### config.mk
export PLATFORM = sky130hd
export DESIGN_NAME = bus_arb2
export DESIGN_NICKNAME = d
export VERILOG_FILES = /design/src/rtl/arb2_pkg.sv /design/src/rtl/arb2_cycle_track.sv /design/src/rtl/arb2_owner_fsm.sv /design/src/rtl/bus_arb2.sv
export SDC_FILE = /design/constraint.sdc
export NUM_CORES = 1
export LEC_CHECK = 0
export CAP_MARGIN = 20
export CORE_AREA = 4 4 41 43
export DETAILED_ROUTE_END_ITERATION = 8
export DIE_AREA = 0 0 45 47
export GPL_TIMING_DRIVEN = 0
export SLEW_MARGIN = 20
export SYNTH_ARGS = -nofsm -noshare
export SYNTH_HDL_FRONTEND = slang
export SYNTH_SLANG_ARGS = --single-unit
### constraint.sdc
create_clock -name clk -period 0.8 [get_ports clk]
set_input_delay 0.08 -clock clk [delete_from_list [all_inputs] [get_ports clk]]
set_output_delay 0.08 -clock clk [all_outputs]
set_load 0.02 [all_outputs]
### src/rtl/arb2_pkg.sv
package arb2_pkg;
  localparam int unsigned N_MASTERS = 2;
  localparam int unsigned IDX_CPU   = 0;
  localparam int unsigned IDX_XFER  = 1;

  typedef enum logic {
    OWN_CPU  = 1'b0,
    OWN_XFER = 1'b1
  } owner_e;
endpackage

### src/rtl/arb2_cycle_track.sv
module arb2_cycle_track (
  input  logic clk,
  input  logic rst_n,
  input  logic cyc_start,
  input  logic cyc_end,
  input  logic lock,
  output logic brk
);
  logic open_q;
  logic open_d;

  assign open_d = (open_q | cyc_start) & ~cyc_end;
  assign brk    = ~lock & ~open_d;

  always_ff @(posedge clk or negedge rst_n) begin
    if (!rst_n) open_q <= 1'b0;
    else        open_q <= open_d;
  end

  AST_END_CLOSES: assert property (@(posedge clk) disable iff (!rst_n)
    cyc_end |=> !open_q);
  AST_START_OPENS: assert property (@(posedge clk) disable iff (!rst_n)
    (cyc_start && !cyc_end) |=> open_q);
  AST_OPEN_NO_BRK: assert property (@(posedge clk) disable iff (!rst_n)
    (open_q && !cyc_end) |-> !brk);
endmodule

### src/rtl/arb2_owner_fsm.sv
module arb2_owner_fsm
  import arb2_pkg::*;
(
  input  logic                 clk,
  input  logic                 rst_n,
  input  logic [N_MASTERS-1:0] brk,
  input  logic                 xfer_req,
  input  logic                 cpu_sleep,
  output logic                 cpu_gnt,
  output logic                 xfer_gnt
);
  owner_e own_q;
  owner_e own_d;

  always_comb begin
    own_d = own_q;
    unique case (own_q)
      OWN_CPU:  if (xfer_req && (brk[IDX_CPU] || cpu_sleep)) own_d = OWN_XFER;
      OWN_XFER: if (!xfer_req && brk[IDX_XFER])             own_d = OWN_CPU;
      default:  own_d = OWN_CPU;
    endcase
  end

  always_ff @(posedge clk or negedge rst_n) begin
    if (!rst_n) own_q <= OWN_CPU;
    else        own_q <= own_d;
  end

  assign cpu_gnt  = (own_q == OWN_CPU);
  assign xfer_gnt = (own_q == OWN_XFER);

  AST_ONE_GRANT: assert property (@(posedge clk) disable iff (!rst_n)
    $onehot({cpu_gnt, xfer_gnt}));
  AST_CPU_IDLE_KEEP: assert property (@(posedge clk) disable iff (!rst_n)
    (cpu_gnt && !xfer_req) |=> cpu_gnt);
  AST_NO_MIDCYCLE_SWAP: assert property (@(posedge clk) disable iff (!rst_n)
    (cpu_gnt && !brk[IDX_CPU] && !cpu_sleep) |=> cpu_gnt);
  AST_SLEEP_YIELD: assert property (@(posedge clk) disable iff (!rst_n)
    (cpu_gnt && xfer_req && cpu_sleep) |=> xfer_gnt);
  AST_XFER_HOLD: assert property (@(posedge clk) disable iff (!rst_n)
    (xfer_gnt && xfer_req) |=> xfer_gnt);
endmodule

### src/rtl/bus_arb2.sv
module bus_arb2
  import arb2_pkg::*;
(
  input  logic clk,
  input  logic rst_n,
  input  logic cpu_sleep,
  input  logic xfer_req,
  input  logic cpu_cyc_start,
  input  logic cpu_cyc_end,
  input  logic cpu_lock,
  input  logic xfer_cyc_start,
  input  logic xfer_cyc_end,
  input  logic xfer_lock,
  output logic cpu_gnt,
  output logic xfer_gnt
);
  logic [N_MASTERS-1:0] starts;
  logic [N_MASTERS-1:0] ends;
  logic [N_MASTERS-1:0] locks;
  logic [N_MASTERS-1:0] brk;

  assign starts = {xfer_cyc_start, cpu_cyc_start};
  assign ends   = {xfer_cyc_end,   cpu_cyc_end};
  assign locks  = {xfer_lock,      cpu_lock};

  for (genvar m = 0; m < N_MASTERS; m++) begin : g_trk
    arb2_cycle_track u_trk (
      .clk       (clk),
      .rst_n     (rst_n),
      .cyc_start (starts[m]),
      .cyc_end   (ends[m]),
      .lock      (locks[m]),
      .brk       (brk[m])
    );
  end

  arb2_owner_fsm u_fsm (
    .clk       (clk),
    .rst_n     (rst_n),
    .brk       (brk),
    .xfer_req  (xfer_req),
    .cpu_sleep (cpu_sleep),
    .cpu_gnt   (cpu_gnt),
    .xfer_gnt  (xfer_gnt)
  );

  AST_LOCK_HOLDS: assert property (@(posedge clk) disable iff (!rst_n)
    (cpu_gnt && cpu_lock && !cpu_sleep) |=> cpu_gnt);
  AST_HANDOVER: assert property (@(posedge clk) disable iff (!rst_n)
    (cpu_gnt && xfer_req && brk[IDX_CPU]) |=> xfer_gnt);
endmodule

### After elaboration in Yosys (flattened, before gate mapping)

Index checks and enable logic that the tools add are counted.

| storage, ports and cells | value |
|---|---|
| register bits after elaboration | 3 |
| input port bits | 10 |
| output and inout port bits | 2 |
| logic and storage cells | 23 |

| cells by class | value |
|---|---|
| muxes and demuxes | 3 |
| bitwise operators | 13 |
| reductions and logical operators | 4 |

Operators by type and width:

| cell | count |
|---|---|
| 1-bit inverter | 7 |
| 1-bit bitwise AND | 4 |
| 1-bit logical AND | 2 |
| 1-bit two-way mux | 2 |
| 1-bit bitwise OR | 2 |
| 1-bit case mux with 2 select lines | 1 |
| 1-bit logical NOT | 1 |
| 1-bit logical OR | 1 |

### Logic depth before layout (Yosys ltp)

| depth | value |
|---|---|
| depth after elaboration | 8 |
| gate-level depth with buffers | 3 |
| gate-level depth less buffers | 3 |

### Hierarchy

Synthesis repeated with hierarchy kept, for this count alone.

| second synthesis, totals | value |
|---|---|
| cell total of the unflattened synthesis | 10 |
| area total of the unflattened synthesis | 123.9 um2 |

By module, submodules not included:

| module | times used | cells an instance | area each (um2) | seq. area each (um2) |
|---|---|---|---|---|
| arb2_cycle_track | 2 | 3 | 41.3 | 25.0 |
| arb2_owner_fsm | 1 | 4 | 41.3 | 25.0 |

### Worst setup path after synthesis

Ideal clock, no wire load.

| path | value |
|---|---|
| path kind | reg2reg |
| start | reg g_trk[1].u_trk.open_q |
| end | reg u_fsm.own_q, in the netlist u_fsm.xfer_gnt |
| setup time | 127 ps |
| data arrival time | 704 ps |
| required time | 673 ps |
| setup slack | -30 ps |
| stages on the path, launching flop included | 4 |
| buffers on the path | 0 |
| clock period less this slack | 830 ps |
| cells stage by stage | dfrtp_1 > o21ba_4 > nor3_2 > a211oi_2 |

| between the ends | value |
|---|---|
| cells in the longest elaborated chain, start to end | 7 |

Ends and longest elaborated chain:

| element | RTL line | source |
|---|---|---|
| start, declared | arb2_cycle_track.sv:9 | `logic open_q;` |
| start signal, assigned | arb2_cycle_track.sv:17 | `else open_q <= open_d;` |
| 1-bit bitwise OR | arb2_cycle_track.sv:12 | `assign open_d = (open_q \| cyc_start) & ~cyc_end;` |
| 1-bit bitwise AND | arb2_cycle_track.sv:12 |  |
| via g_trk[1].u_trk.open_d | arb2_cycle_track.sv:10 | `logic open_d;` |
| 1-bit inverter | arb2_cycle_track.sv:13 | `assign brk = ~lock & ~open_d;` |
| 1-bit bitwise AND | arb2_cycle_track.sv:13 |  |
| 1-bit logical AND | arb2_owner_fsm.sv:19 | `OWN_XFER: if (!xfer_req && brk[IDX_XFER]) own_d = OWN_CPU;` |
| 1-bit two-way mux | arb2_owner_fsm.sv:19 |  |
| 1-bit case mux with 2 select lines | arb2_owner_fsm.sv:17 | `unique case (own_q)` |
| via u_fsm.own_d | arb2_owner_fsm.sv:13 | `owner_e own_d;` |
| end signal, assigned | arb2_owner_fsm.sv:26 | `else own_q <= own_d;` |
| end, declared | arb2_owner_fsm.sv:12 | `owner_e own_q;` |

The timed path passes the listed nets, and every way through them passes these cells.

### Worst setup path in the final report

| path | value |
|---|---|
| start | reg u_fsm.own_q, in the netlist u_fsm.xfer_gnt |
| end | out cpu_gnt |

| between the ends | value |
|---|---|
| cells in the longest elaborated chain, start to end | 1 |

Ends and longest elaborated chain:

| element | RTL line | source |
|---|---|---|
| 1-bit inverter | arb2_owner_fsm.sv:29 | `assign cpu_gnt = (own_q == OWN_CPU);` |
| end, declared | bus_arb2.sv:14 | `output logic cpu_gnt,` |

Every way passes these cells.

==> impl_metrics.py <==
metrics = {
    "clock_network": {
        "clk_pin_slew_ps": 40,
        "clock-sinks": 3,
        "cts_root_buffer": "clkbuf_4",
        "numCtsBuffers": 3,
        "ctsHtreeMaxLevel": 1,
        "cts_tree": "yes",
        "clk_latency_ps": 230,
        "cts_buffer_depth": 2,
    },
    "critical_path": {
        "r2r-start": "g_trk[1].u_trk.open_q",
        "crit_end": "cpu_gnt",
        "critPathRequiredTime_ps": 720,
        "r2r_setup_slack_ps": -50,
        "path_class": "flip-flop to primary output",
        "start_kind": "flip-flop",
        "crit_fanout": 3,
        "endpoint_kind": "primary output",
        "crit_start": "u_fsm.xfer_gnt",
        "critical_path_arrival_ps": 790,
        "r2r_end": "u_fsm.xfer_gnt",
        "ff2ff_path_depth": 3,
    },
    "finish": {
        "fin_cells": 43,
        "multi_input_area_um2": 72.57,
        "seq_area_um2": 75.07,
        "fillCellCount": 154,
        "area_delta_synth_final_pct": 121.4,
        "nNetsFinal": 39,
        "diodes": 0,
        "drive_gt1_share_pct": 39.29,
    },
    "synthesis": {
        "ys_warn_count": 0,
        "synthAdderAreaFrac_pct": 0,
        "syn_area_um2": 140.1,
        "yosys.area_share.simple_pct": 17.86,
        "synth_compound_area_share_pct": 25.89,
        "synth_nets": 22,
        "synthCells": 12,
        "ys_ff_latch": 3,
        "synth_top_family_by_area": "compound AO/OA/AOI/OAI gates",
        "ys_seq_area_share_pct": 53.57,
        "syn_area_per_cell_um2": 11.68,
        "synth_cell_type_count": 7,
        "muxShareOfSynthArea_pct": 0,
        "synth-xor-area-share_pct": 0,
    },
    "placement": {
        "dp_cells": 38,
        "gp_congestion": 0.6559,
        "io_buffers": 11,
    },
    "sta": {
        "rsz0062_at_grt": "true",
        "fin_ws_ps": -69.91,
        "slew_viol_final": 0,
        "finClkSkew_ps": 2.390,
        "finalHoldViolCount": 0,
        "max_slew_margin_pct": 90.17,
        "timing.hold.ws_ps": 37.05,
        "layout_min_cycle_time_ps": 869.9,
        "tightest_slew_ps": 147.0,
        "finalCritPeriodShare_pct": 108.7,
        "finalSetupViolCount": 3,
        "max_freq_mhz": 1150,
    },
    "floorplan": {
        "die_x_um": 45,
        "die_y_um": 47,
        "dieArea_mm2": 0.002115,
        "io_pins": 12,
        "coreArea_mm2": 0.001301,
        "rows": 13,
        "start_util_pct": 10.77,
    },
    "grt": {
        "grt_max_degree": 4,
        "grt_first_pass_wirelength_um": 662,
        "antenna_found_initial": 0,
        "grt_pass1_vias": 173,
        "grt_use_total_pct": 4.826,
        "overflow": 0,
    },
    "route": {
        "postRouteAntennaNets": 0,
        "vias": 143,
        "drt_pass1_iterations": 2,
        "initialDrtViolationCount": 1,
        "wl_per_cell_um": 8.977,
        "drcViolationCount": 0,
        "wl_um": 386,
        "via_per_inst": 3.326,
    },
    "pwr": {
        "total_power_uw": 593.7,
        "ir_drop_uv": 984.1,
        "p_leak_nw": 0.1300,
        "powerDensity_mw_per_mm2": 1913,
    },
    "flow_run": {
        "maxCapViolCount": 0,
    },
    "outcome": {
        "status": "finished, violations left",
        "violations": "setup timing",
    },
    "min_path": {
        "hp-class": "input port to async pin",
    },
}
[per-layer routing]
layer | wire length (um) | track usage, %
met1 | 199 | 5.479
met2 | 95 | 5.650
met3 | 91 | 5.364
met4 | 0 | 1.754
met5 | 0 | 0
[worst min-delay path by stage]
stage | endpoint | startpoint
4_1_cts | g_trk[0].u_trk.open_q | rst_n
3_5_place_dp | g_trk[0].u_trk.open_q | rst_n
5_1_grt | g_trk[0].u_trk.open_q | rst_n
3_3_place_gp | g_trk[0].u_trk.open_q | rst_n
6_report | g_trk[0].u_trk.open_q | rst_n
2_1_floorplan | g_trk[0].u_trk.open_q | rst_n
[flip-flops by register name (all words and copies together) (netlist names)]
signal / count
u_fsm.xfer_gnt: 1
g_trk.u_trk.open_q: 2
[worst max-delay path, cell delays in order, from the launching register on]
cell and delay, ps:
dfrtp_1 380, inv_1 70, buf_6 110
[where the power goes]
group,internal [mW],total [mW],leakage (nW),switching [mW]
clock,0.187,0.260,0.0150,0.0738
sequential,0.168,0.177,0.0364,0.00901
combinational,0.0920,0.157,0.0786,0.0647
total,0.446,0.594,0.130,0.148
[what timing repair did]
action,CTS,global route
resized for setup,11,2
endpoints found under the setup margin,3,3
hold buffers,0,0
pin swaps,0,3
setup buffers,1,0
[cell families (layout without fill, tap and decap cells)]
kind of cell	after synthesis	in the layout
flops	3	3
buf+inv	1	17
compound gates	3	3
simple gates	5	5
[layout by cell type, fill, tap and decap left out, types with 2 or more instances in the layout]
cell type and count:
clkbuf_4 3, clkdlybuf4s50_1 9, dfrtp_1 3, nor2_1 2, nor2_2 2
[synthesized netlist by cell type (all sizes together)]
cell type | n | area, um2
nor2 | 4 | 15.01
o21ba | 1 | 16.27
nor3 | 1 | 10.01
o21bai | 1 | 7.510
a211oi | 1 | 12.51
inv | 1 | 3.750
dfrtp | 3 | 75.07
[area by class of cell]
cell class                 count  share of cell area [%]
tap                           15                   6.048
multi-input combinational      8                   23.39
inverter                       1                   1.210
timing repair buffer          12                   36.69
sequential                     3                   24.19
clock buffer                   4                   8.468
[metrics by stage]
step                area, um2  setup TNS [ps]  setup slack (ps)  utilization [%]
finish                  310.3          -177.0            -69.91            23.85
global route            310.3          -319.5            -123.4            23.85
CTS                     301.5          -216.1            -83.78            23.17
detailed placement      269.0          -919.1            -327.6            20.67
global placement        269.0          -938.3            -327.4            20.67
floorplan               140.1          -30.46            -30.46                -
No activity file was read; power rests on OpenSTA's default activity.
